--- src/rtl/vic_pkg.sv ---
package vic_pkg;

    localparam int ADDR_W = 6;

    localparam logic [ADDR_W-1:0] OFS_RAW   = 6'h00;
    localparam logic [ADDR_W-1:0] OFS_EN    = 6'h01;
    localparam logic [ADDR_W-1:0] OFS_ENCLR = 6'h02;
    localparam logic [ADDR_W-1:0] OFS_CLASS = 6'h03;
    localparam logic [ADDR_W-1:0] OFS_FAST  = 6'h04;
    localparam logic [ADDR_W-1:0] OFS_IRQST = 6'h05;
    localparam logic [ADDR_W-1:0] OFS_VEC   = 6'h06;
    localparam logic [ADDR_W-1:0] OFS_DFLT  = 6'h07;

    localparam logic [1:0] REGION_MISC = 2'b00;
    localparam logic [1:0] REGION_CTL  = 2'b01;
    localparam logic [1:0] REGION_VEC  = 2'b10;

endpackage

--- src/rtl/vic_src_gate.sv ---
module vic_src_gate #(
    parameter int NSRC = 32
) (
    input  logic            clk,
    input  logic            rst_n,
    input  logic [NSRC-1:0] req_i,
    input  logic [NSRC-1:0] en_i,
    input  logic [NSRC-1:0] cls_i,
    output logic [NSRC-1:0] fast_act_o,
    output logic [NSRC-1:0] irq_act_o,
    output logic            fiq_o,
    output logic            irq_o
);

    always_comb begin
        fast_act_o = req_i & en_i & cls_i;
        irq_act_o  = req_i & en_i & ~cls_i;
        fiq_o      = |fast_act_o;
        irq_o      = |irq_act_o;
    end

    // a fast request needs an asserted, enabled source
    a_r4_fiq_has_source: assert property (@(posedge clk) disable iff (!rst_n)
        fiq_o |-> ((req_i & en_i) != '0));
    // an IRQ needs an asserted, enabled source
    a_r5_irq_has_source: assert property (@(posedge clk) disable iff (!rst_n)
        irq_o |-> ((req_i & en_i) != '0));
    // nothing enabled, nothing raised
    a_r6_quiet_when_disabled: assert property (@(posedge clk) disable iff (!rst_n)
        ((req_i & en_i) == '0) |-> (!fiq_o && !irq_o));

endmodule

--- src/rtl/vic_slot_match.sv ---
module vic_slot_match #(
    parameter int NSRC  = 32,
    parameter int NSLOT = 16,
    localparam int SRCW = $clog2(NSRC)
) (
    input  logic [NSRC-1:0]             irq_act_i,
    input  logic [NSLOT-1:0]            slot_en_i,
    input  logic [NSLOT-1:0][SRCW-1:0]  slot_src_i,
    output logic [NSLOT-1:0]            hit_o
);

    for (genvar s = 0; s < NSLOT; s++) begin : g_slot
        assign hit_o[s] = slot_en_i[s] & irq_act_i[slot_src_i[s]];
    end

endmodule

--- src/rtl/vic_prio_pick.sv ---
module vic_prio_pick #(
    parameter int NSLOT = 16,
    localparam int IW = $clog2(NSLOT)
) (
    input  logic             clk,
    input  logic             rst_n,
    input  logic [NSLOT-1:0] hit_i,
    output logic             valid_o,
    output logic [IW-1:0]    idx_o
);

    always_comb begin
        valid_o = 1'b0;
        idx_o   = '0;
        for (int s = NSLOT - 1; s >= 0; s--) begin
            if (hit_i[s]) begin
                valid_o = 1'b1;
                idx_o   = IW'(s);
            end
        end
    end

    // the chosen slot is really hitting
    a_r7_pick_is_hit: assert property (@(posedge clk) disable iff (!rst_n)
        valid_o |-> hit_i[idx_o]);
    // no lower-numbered slot is hitting
    a_r7_pick_is_lowest: assert property (@(posedge clk) disable iff (!rst_n)
        valid_o |-> ((hit_i & ((NSLOT'(1) << idx_o) - NSLOT'(1))) == '0));
    // no pick while some slot hits is an error
    a_r9_pick_when_any: assert property (@(posedge clk) disable iff (!rst_n)
        (hit_i != '0) |-> valid_o);

endmodule

--- src/rtl/vic_top.sv ---
module vic_top
    import vic_pkg::*;
#(
    parameter int NSRC  = 32,
    parameter int NSLOT = 16,
    parameter int DW    = 32
) (
    input  logic              clk,
    input  logic              rst_n,
    input  logic [NSRC-1:0]   req_i,
    input  logic              reg_wr_i,
    input  logic [ADDR_W-1:0] reg_addr_i,
    input  logic [DW-1:0]     reg_wdata_i,
    output logic [DW-1:0]     reg_rdata_o,
    output logic              fiq_o,
    output logic              irq_o
);

    localparam int SRCW = $clog2(NSRC);
    localparam int IW   = $clog2(NSLOT);

    typedef struct packed {
        logic [NSRC-1:0]             en;
        logic [NSRC-1:0]             cls;
        logic [DW-1:0]               dflt;
        logic [NSLOT-1:0]            slot_en;
        logic [NSLOT-1:0][SRCW-1:0]  slot_src;
        logic [NSLOT-1:0][DW-1:0]    slot_vec;
    } state_t;

    state_t st_q, st_d;

    logic [NSRC-1:0]  fast_act, irq_act;
    logic [NSLOT-1:0] slot_hit;
    logic             pick_valid;
    logic [IW-1:0]    pick_idx;
    logic [DW-1:0]    vec_addr;

    logic [1:0]    region;
    logic [IW-1:0] reg_slot;
    assign region   = reg_addr_i[ADDR_W-1:ADDR_W-2];
    assign reg_slot = reg_addr_i[IW-1:0];

    vic_src_gate #(.NSRC(NSRC)) u_gate (
        .clk(clk), .rst_n(rst_n),
        .req_i(req_i), .en_i(st_q.en), .cls_i(st_q.cls),
        .fast_act_o(fast_act), .irq_act_o(irq_act),
        .fiq_o(fiq_o), .irq_o(irq_o)
    );

    vic_slot_match #(.NSRC(NSRC), .NSLOT(NSLOT)) u_match (
        .irq_act_i(irq_act), .slot_en_i(st_q.slot_en),
        .slot_src_i(st_q.slot_src), .hit_o(slot_hit)
    );

    vic_prio_pick #(.NSLOT(NSLOT)) u_pick (
        .clk(clk), .rst_n(rst_n), .hit_i(slot_hit),
        .valid_o(pick_valid), .idx_o(pick_idx)
    );

    assign vec_addr = pick_valid ? st_q.slot_vec[pick_idx] : st_q.dflt;

    always_comb begin
        st_d = st_q;
        if (reg_wr_i) begin
            unique case (region)
                REGION_MISC: begin
                    case (reg_addr_i)
                        OFS_EN:    st_d.en   = st_q.en | reg_wdata_i[NSRC-1:0];
                        OFS_ENCLR: st_d.en   = st_q.en & ~reg_wdata_i[NSRC-1:0];
                        OFS_CLASS: st_d.cls  = reg_wdata_i[NSRC-1:0];
                        OFS_DFLT:  st_d.dflt = reg_wdata_i;
                        default: ;
                    endcase
                end
                REGION_CTL: begin
                    st_d.slot_en[reg_slot]  = reg_wdata_i[SRCW];
                    st_d.slot_src[reg_slot] = reg_wdata_i[SRCW-1:0];
                end
                REGION_VEC: st_d.slot_vec[reg_slot] = reg_wdata_i;
                default: ;
            endcase
        end
    end

    always_ff @(posedge clk or negedge rst_n) begin
        if (!rst_n) st_q <= '0;
        else        st_q <= st_d;
    end

    always_comb begin
        reg_rdata_o = '0;
        unique case (region)
            REGION_MISC: begin
                case (reg_addr_i)
                    OFS_RAW:   reg_rdata_o = DW'(req_i);
                    OFS_EN:    reg_rdata_o = DW'(st_q.en);
                    OFS_CLASS: reg_rdata_o = DW'(st_q.cls);
                    OFS_FAST:  reg_rdata_o = DW'(fast_act);
                    OFS_IRQST: reg_rdata_o = DW'(irq_act);
                    OFS_VEC:   reg_rdata_o = vec_addr;
                    OFS_DFLT:  reg_rdata_o = st_q.dflt;
                    default:   reg_rdata_o = '0;
                endcase
            end
            REGION_CTL: reg_rdata_o = DW'({st_q.slot_en[reg_slot], st_q.slot_src[reg_slot]});
            REGION_VEC: reg_rdata_o = st_q.slot_vec[reg_slot];
            default:    reg_rdata_o = '0;
        endcase
    end

    // every one written to the set register is present afterwards
    a_r2_set_takes: assert property (@(posedge clk) disable iff (!rst_n)
        (reg_wr_i && reg_addr_i == OFS_EN) |=>
        ((st_q.en & $past(reg_wdata_i[NSRC-1:0])) == $past(reg_wdata_i[NSRC-1:0])));
    // a set write never drops an enable
    a_r2_set_keeps: assert property (@(posedge clk) disable iff (!rst_n)
        (reg_wr_i && reg_addr_i == OFS_EN) |=> (($past(st_q.en) & ~st_q.en) == '0));
    // every one written to the clear register is gone afterwards
    a_r3_clear_takes: assert property (@(posedge clk) disable iff (!rst_n)
        (reg_wr_i && reg_addr_i == OFS_ENCLR) |=>
        ((st_q.en & $past(reg_wdata_i[NSRC-1:0])) == '0));
    // a clear write never adds an enable
    a_r3_clear_keeps: assert property (@(posedge clk) disable iff (!rst_n)
        (reg_wr_i && reg_addr_i == OFS_ENCLR) |=> ((st_q.en & ~$past(st_q.en)) == '0));
    // a vectored slot can only win while the IRQ line is up
    a_r7_vector_implies_irq: assert property (@(posedge clk) disable iff (!rst_n)
        pick_valid |-> irq_o);

endmodule

--- config.mk ---
export PLATFORM = sky130hd
export DESIGN_NAME = vic_top
export DESIGN_NICKNAME = d
export VERILOG_FILES = /design/src/rtl/vic_pkg.sv /design/src/rtl/vic_src_gate.sv /design/src/rtl/vic_slot_match.sv /design/src/rtl/vic_prio_pick.sv /design/src/rtl/vic_top.sv
export SDC_FILE = /design/constraint.sdc
export NUM_CORES = 2
export LEC_CHECK = 0
export CAP_MARGIN = 20
export CORE_UTILIZATION = 65
export CTS_CLUSTER_DIAMETER = 60
export CTS_CLUSTER_SIZE = 30
export DETAILED_ROUTE_END_ITERATION = 8
export DONT_BUFFER_PORTS = 1
export HOLD_SLACK_MARGIN = 0.02
export PLACE_DENSITY_LB_ADDON = 0.25
export SLEW_MARGIN = 0
export SYNTH_ARGS = -nofsm -noshare
export SYNTH_HDL_FRONTEND = slang
export SYNTH_SLANG_ARGS = --single-unit
--- constraint.sdc ---
create_clock -name clk -period 5.4 [get_ports clk]
set_input_delay 0.54 -clock clk [delete_from_list [all_inputs] [get_ports clk]]
set_output_delay 0.54 -clock clk [all_outputs]
set_load 0.1 [all_outputs]
# Yosys cells after proc, flatten, opt, wreduce, memory -nomap -nowiden

Cells that the tools add are included.

Word-level logic and storage cells: 183
Bits in registers: 704
Output and inout bits: 34
Input port bits: 73

Equal/unequal tests: 9
Bitwise gates (word level): 23
Multiplexer cells: 85
Order comparisons: 19
Reductions and logical operators: 11

Operator list:

| cell                                                 | count |
|---|---|
| bitwise mux 512 bit                                  | 1 |
| binary-select mux 32 bit (select 4 bit)              | 2 |
| one-hot mux 32 bit (7 select lines)                  | 1 |
| bitwise AND 32 bit                                   | 4 |
| demux 32 bit (select 4 bit)                          | 1 |
| 2-to-1 mux 32 bit                                    | 4 |
| < comparator 5 x 6 -> 1 bit (second input constant)  | 16 |
| one-hot mux 32 bit (3 select lines)                  | 1 |
| binary-select mux 1 bit (select 5 bit)               | 16 |
| bitwise mux 80 bit                                   | 1 |
| 2-to-1 mux 4 bit                                     | 16 |
| inverter 32 bit                                      | 2 |
| one-hot mux 32 bit (2 select lines)                  | 1 |
| OR reduction 32 bit                                  | 2 |
| 2-to-1 mux 1 bit                                     | 34 |
| bitwise OR 32 bit                                    | 1 |
| equality test 6 x 3 -> 1 bit (second input constant) | 4 |
| binary-select mux 5 bit (select 4 bit)               | 1 |
| demux 5 bit (select 4 bit)                           | 1 |
| bitwise AND 1 bit                                    | 16 |
| bitwise mux 16 bit                                   | 1 |
| equality test 6 x 2 -> 1 bit (second input constant) | 2 |
| < comparator 4 x 5 -> 1 bit (second input constant)  | 2 |
| 2-to-1 mux 5 bit                                     | 2 |
| other kinds (12)                                     | 15 |

# Logic depth before layout (Yosys ltp)

Depth in word-level cells: 26
Gate-level depth with buffers: 17
Gate-level depth less buffers: 12

# By module

From an unflattened synthesis, not the netlist that was laid out.

Cell total of the unflattened synthesis: 3010
Area, all modules: 42304.3 µm²

By module, submodules not included:

| module         | seq. area each (µm²) | instances | area each (µm²) | cells an instance |
|---|---|---|---|---|
| vic_top        | 17616.9              | 1         | 36552.6         | 2455 |
| vic_slot_match | 0.0                  | 1         | 4867.2          | 402 |
| vic_src_gate   | 0.0                  | 1         | 705.7           | 120 |
| vic_prio_pick  | 0.0                  | 1         | 178.9           | 33 |

# Worst setup path after synthesis

Ideal clock, no wire load.

Path type: input to output
Start: in req_i[15]
End: out reg_rdata_o[7]
Cell stages on the path: 14
Required time: 4.860 ns
Buffers on the path: 2
Arrival time: 5.386 ns
Setup slack: -0.526 ns
Cell sequence: and3b_1 > clkbuf_1 > mux4_2 > mux2i_1 > a211oi_1 > o221a_2 > nor4b_4 > a21oi_2 > or2_4 > buf_6 > and2_1 > a22oi_1 > a21oi_1 > o31ai_1

Longest elaborated chain between the ends: 26
Elaborated cells on any way between the ends: 87
Those cells by class: 69 x mux; 18 x bitwise

Ends and longest elaborated chain:

| what                                    | RTL line             | text |
|---|---|---|
| start: declaration                      | vic_top.sv:10        | `input logic [NSRC-1:0] req_i,` |
| bitwise AND 32 bit * (2 in series)      | vic_src_gate.sv:17   | `irq_act_o = req_i & en_i & ~cls_i;` |
| binary-select mux 1 bit (select 5 bit)  | vic_slot_match.sv:13 | `assign hit_o[s] = slot_en_i[s] & irq_act_i[slot_src_i[s]];` |
| 2-to-1 mux 1 bit (not written as such)  | vic_slot_match.sv:13 |  |
| bitwise AND 1 bit                       | vic_slot_match.sv:13 |  |
| 2-to-1 mux 4 bit (16 in series)         | vic_prio_pick.sv:16  | `if (hit_i[s]) begin` |
| binary-select mux 32 bit (select 4 bit) | vic_top.sv:61        | `assign vec_addr = pick_valid ? st_q.slot_vec[pick_idx] : st_q.dflt;` |
| 2-to-1 mux 32 bit (not written as such) | vic_top.sv:61        |  |
| 2-to-1 mux 32 bit *                     | vic_top.sv:61        |  |
| one-hot mux 32 bit (7 select lines) *   | vic_top.sv:95        | `case (reg_addr_i)` |
| one-hot mux 32 bit (3 select lines) *   | vic_top.sv:93        | `unique case (region)` |
| end: declaration                        | vic_top.sv:14        | `output logic [DW-1:0] reg_rdata_o,` |

Every way passes the cells marked *; elsewhere a longest branch is shown, timed or not. The select of a mux whose other input is x is not followed.

# Worst setup path in the final report

Start: reg st_q[658] in the netlist's numbering
End: out reg_rdata_o[6]

Longest elaborated chain between the ends: 26
Elaborated cells on any way between the ends: 87
Those cells by class: 69 x mux; 18 x bitwise

Ends and longest elaborated chain:

| what                                    | RTL line             | text |
|---|---|---|
| start: declaration                      | vic_top.sv:31        | `state_t st_q, st_d;` |
| start signal: assignment                | vic_top.sv:88        | `else st_q <= st_d;` |
| inverter 32 bit *                       | vic_src_gate.sv:17   |  |
| bitwise AND 32 bit *                    | vic_src_gate.sv:17   |  |
| binary-select mux 1 bit (select 5 bit)  | vic_slot_match.sv:13 |  |
| 2-to-1 mux 1 bit (not written as such)  | vic_slot_match.sv:13 |  |
| bitwise AND 1 bit                       | vic_slot_match.sv:13 |  |
| 2-to-1 mux 4 bit (16 in series)         | vic_prio_pick.sv:16  |  |
| binary-select mux 32 bit (select 4 bit) | vic_top.sv:61        |  |
| 2-to-1 mux 32 bit (not written as such) | vic_top.sv:61        |  |
| 2-to-1 mux 32 bit *                     | vic_top.sv:61        |  |
| one-hot mux 32 bit (7 select lines) *   | vic_top.sv:95        |  |
| one-hot mux 32 bit (3 select lines) *   | vic_top.sv:93        |  |

Marks and branches as above.

==> results.py <==
metrics = {
    "clock_tree": {
        "cts_root_buf": "clkbuf_16",
        "cts_tree": "done",
        "htreeDepth": 2,
        "cts.sinks": 704,
        "insertion_delay_ns": 0.66,
        "clkTransAtPathRegs_ns": 0.10,
        "ctsLongestPathBuffers": 3,
        "cts_made_buffers": 49,
    },
    "drt": {
        "ant_nets": 0,
        "via_per_inst": 7.96,
        "vias": 35102,
        "wirelength_um": 162000,
        "drt_first_pass_iters": 9,
        "avgRoutedWirePerCell_um": 36.8,
        "route.detailed.drc": 3,
        "drt_iter0_markers": 5980,
    },
    "timing": {
        "finalCritPeriodShare_pct": 104,
        "setup_ws_ns": -0.196,
        "hold_ws_ns": 0.0301,
        "hold_viol_final": 0,
        "fmaxAchievable_ghz": 0.179,
        "tightest_slew_ns": 1.33,
        "fin_crit_ns": 5.60,
        "slew_viol_final": 0,
        "fin_worst_skew_ns": 0,
        "setup_viol": 31,
        "relSlewSlack_pct": 10.9,
        "rsz0062_at_grt": "true",
    },
    "die": {
        "dieArea_sq_mm": 0.0673,
        "die_w_um": 259,
        "ioPinCount": 107,
        "fp-row-count": 93,
        "start_util_pct": 66.3,
        "die_h_um": 259,
        "coreArea_sq_mm": 0.0649,
    },
    "finish": {
        "largest_registers": "st_q: 672 flops",
        "fill_cells": 3888,
        "seq_area_sq_mm": 0.0176,
        "largest_reg_flops": 672,
        "final_nets": 3569,
        "multi_input_area_sq_mm": 0.0243,
        "final_layout_size_suffix_gt1_share_pct": 43.0,
        "area_delta_synth_final_pct": 14.6,
        "regMostFlops": "st_q",
    },
    "synth": {
        "synth_top_area_share_pct": 40.9,
        "ys_ff_latch": 704,
        "synth-async-reset-ratio_pct": 100,
        "yosysMostFrequentCell": "dfrtp_1",
        "synthDistinctLibCells": 88,
        "avgSynthCellArea_sq_um": 12.5,
        "yosysWarnings": 0,
        "synth_cells": 3445,
        "netlist_area_sq_mm": 0.0431,
        "synthTopCellsByCount": "704 x dfrtp_1, 663 x mux2_2, 285 x mux4_2, 235 x mux2i_1, 222 x clkbuf_1",
        "synth_top_area_cell": "dfrtp_1",
        "synth_area_leaders": "dfrtp_1 41%, mux2_2 17%, mux4_2 15%",
        "synth_flop_cell": "dfrtp_1",
        "yosysSeqAreaShare_pct": 40.9,
        "synth_nets": 3518,
        "synth_edf_count": 0,
    },
    "power_and_ir_drop": {
        "switching_share_pct": 39.6,
        "combPwrFrac_pct": 45.6,
        "seqPwrFrac_pct": 33.0,
        "ir_worst_vdd_mv": 0.427,
        "p_int_mw": 12.6,
        "p_per_area_mw_per_mm2": 423,
        "p_leak_nw": 21.3,
        "clkPwrFrac_pct": 21.4,
        "p_sw_mw": 8.25,
    },
    "grt": {
        "track_usage_pct": 47.0,
        "antenna_found_initial": 19,
        "grt_overflow_total": 0,
        "grt_pass1_wl_um": 231000,
        "grt_start_max_net_pins": 705,
        "grt_pass1_vias": 34444,
    },
    "worst_setup_path": {
        "crit_chain": "nand3b_1, buf_4, mux4_2, a311oi_4, o221ai_2, a221o_1, buf_4, o21ai_2, o21ai_2, a21oi_4, buf_12, buf_6, buf_4, a211oi_1, a211oi_1, o21ai_0, nand3_2, buf_12",
        "cpMaxStageDelayCell": "mux4_2",
        "cp-end-kind": "output pin",
        "critPathKind": "reg2out",
        "crit_start": "st_q[658]$_DFFE_PN0P_",
        "crit_fanout": 33,
        "critPathTopFamily": "compound AO/OA/AOI/OAI gates",
        "startpoint_type": "flop",
        "cpPeakStageDelay_ns": 0.49,
        "required_ns": 4.86,
        "crit_top_cell": "buf_4",
        "worstPathArrival_ns": 5.06,
        "cp_num_buf_inv": 6,
    },
    "placed_design": {
        "hpwl_um": 97600,
        "portBuffers": 0,
        "place_ws_ns": 0.193,
        "place_congestion": 1.03,
    },
    "job": {
        "maxCapViolations": 0,
    },
    "min_path": {
        "hp-class": "in2reg",
        "hold_start": "reg_wdata_i[0]",
    },
    "status": {
        "status": "finished, violations left",
        "failed_checks": "design-rule violations, negative setup slack",
    },
}
final cells by class:
type	instances	area share [%]
multi-input combinational	2341	49.2
timing repair buffer	374	8.69
tap	855	2.17
sequential	704	35.7
clock inverter	42	1.43
inverter	26	0.198
antenna	16	0.0811
clock buffer	50	2.49
power by group through the flow:
stage	logic (mW)	clock network [mW]	registers, mW
2_1_floorplan	5.59	0	6.51
3_3_place_gp	7.36	0	6.83
3_5_place_dp	7.53	0	6.90
4_1_cts	8.04	4.46	6.80
5_1_grt	9.81	4.63	6.94
6_report	9.52	4.46	6.88
layer usage:
metal	vias to the layer above	track usage [%]	part of all wire [%]
met2	2985	69.4	44
li1	13471	-	-
met3	863	15.4	14
met5	-	0	0.012
met1	17779	59.4	35
met4	4	31.1	7.8
repair_timing:
item,4_1_cts,5_1_grt
hold buffers,72,2
cloned,2,13
pin swaps,21,48
endpoints found under the hold margin,1200,51
setup buffers,41,26
resized for setup,50,112
setup endpoints to repair,32,32
layout by cell type (no fill, tap or decap), drive strengths merged, types with 65 or more instances in the layout:
cell type    count
a211oi          65
nand3           96
mux4           288
dlygate4sd3     73
o21ai          112
nand2          113
dfrtp          704
a22oi           91
mux2i          235
buf            288
a21oi           69
mux2           663
nor2           137
cells by family after synthesis:
kind of cell           count (synthesis)  share of synthesized area (%)
AO/OA/AOI/OAI                        567                           9.40
multiplexers                        1186                           37.9
AND/OR/NAND/NOR                      588                           7.48
buffers and inverters                400                           4.30
flip-flops                           704                           40.9
final timing paths:
check                      depth (start not counted)  slack (ns)               endpoint
max                                               18       -0.20         reg_rdata_o[6]
min                                                1        0.03  st_q[480]$_DFFE_PN0P_
max reg2reg                                        5        3.82                   flop
min reg2reg                                        1        0.53   st_q[62]$_DFFE_PN0P_
max in group asynchronous                          5        1.91  st_q[567]$_DFFE_PN0P_
min in group asynchronous                          2        0.41   st_q[99]$_DFFE_PN0P_
stage by stage:
stage | instances | area [sq um] | setup TNS [ns] | utilization (%) | power (mW)
3_5_place_dp | 4142 | 45000 | 0 | 69.3 | 14.4
4_1_cts | 4349 | 48200 | -0.319 | 74.3 | 19.3
5_1_grt | 4399 | 49300 | -5.46 | 76.0 | 21.4
6_report | 4408 | 49300 | -3.88 | 76.0 | 20.9
3_3_place_gp | 4142 | 45000 | 0 | 69.3 | 14.2
2_1_floorplan | 3445 | 43100 | 0 | - | 12.1
Note: power is estimated with default switching activity, not from simulation.
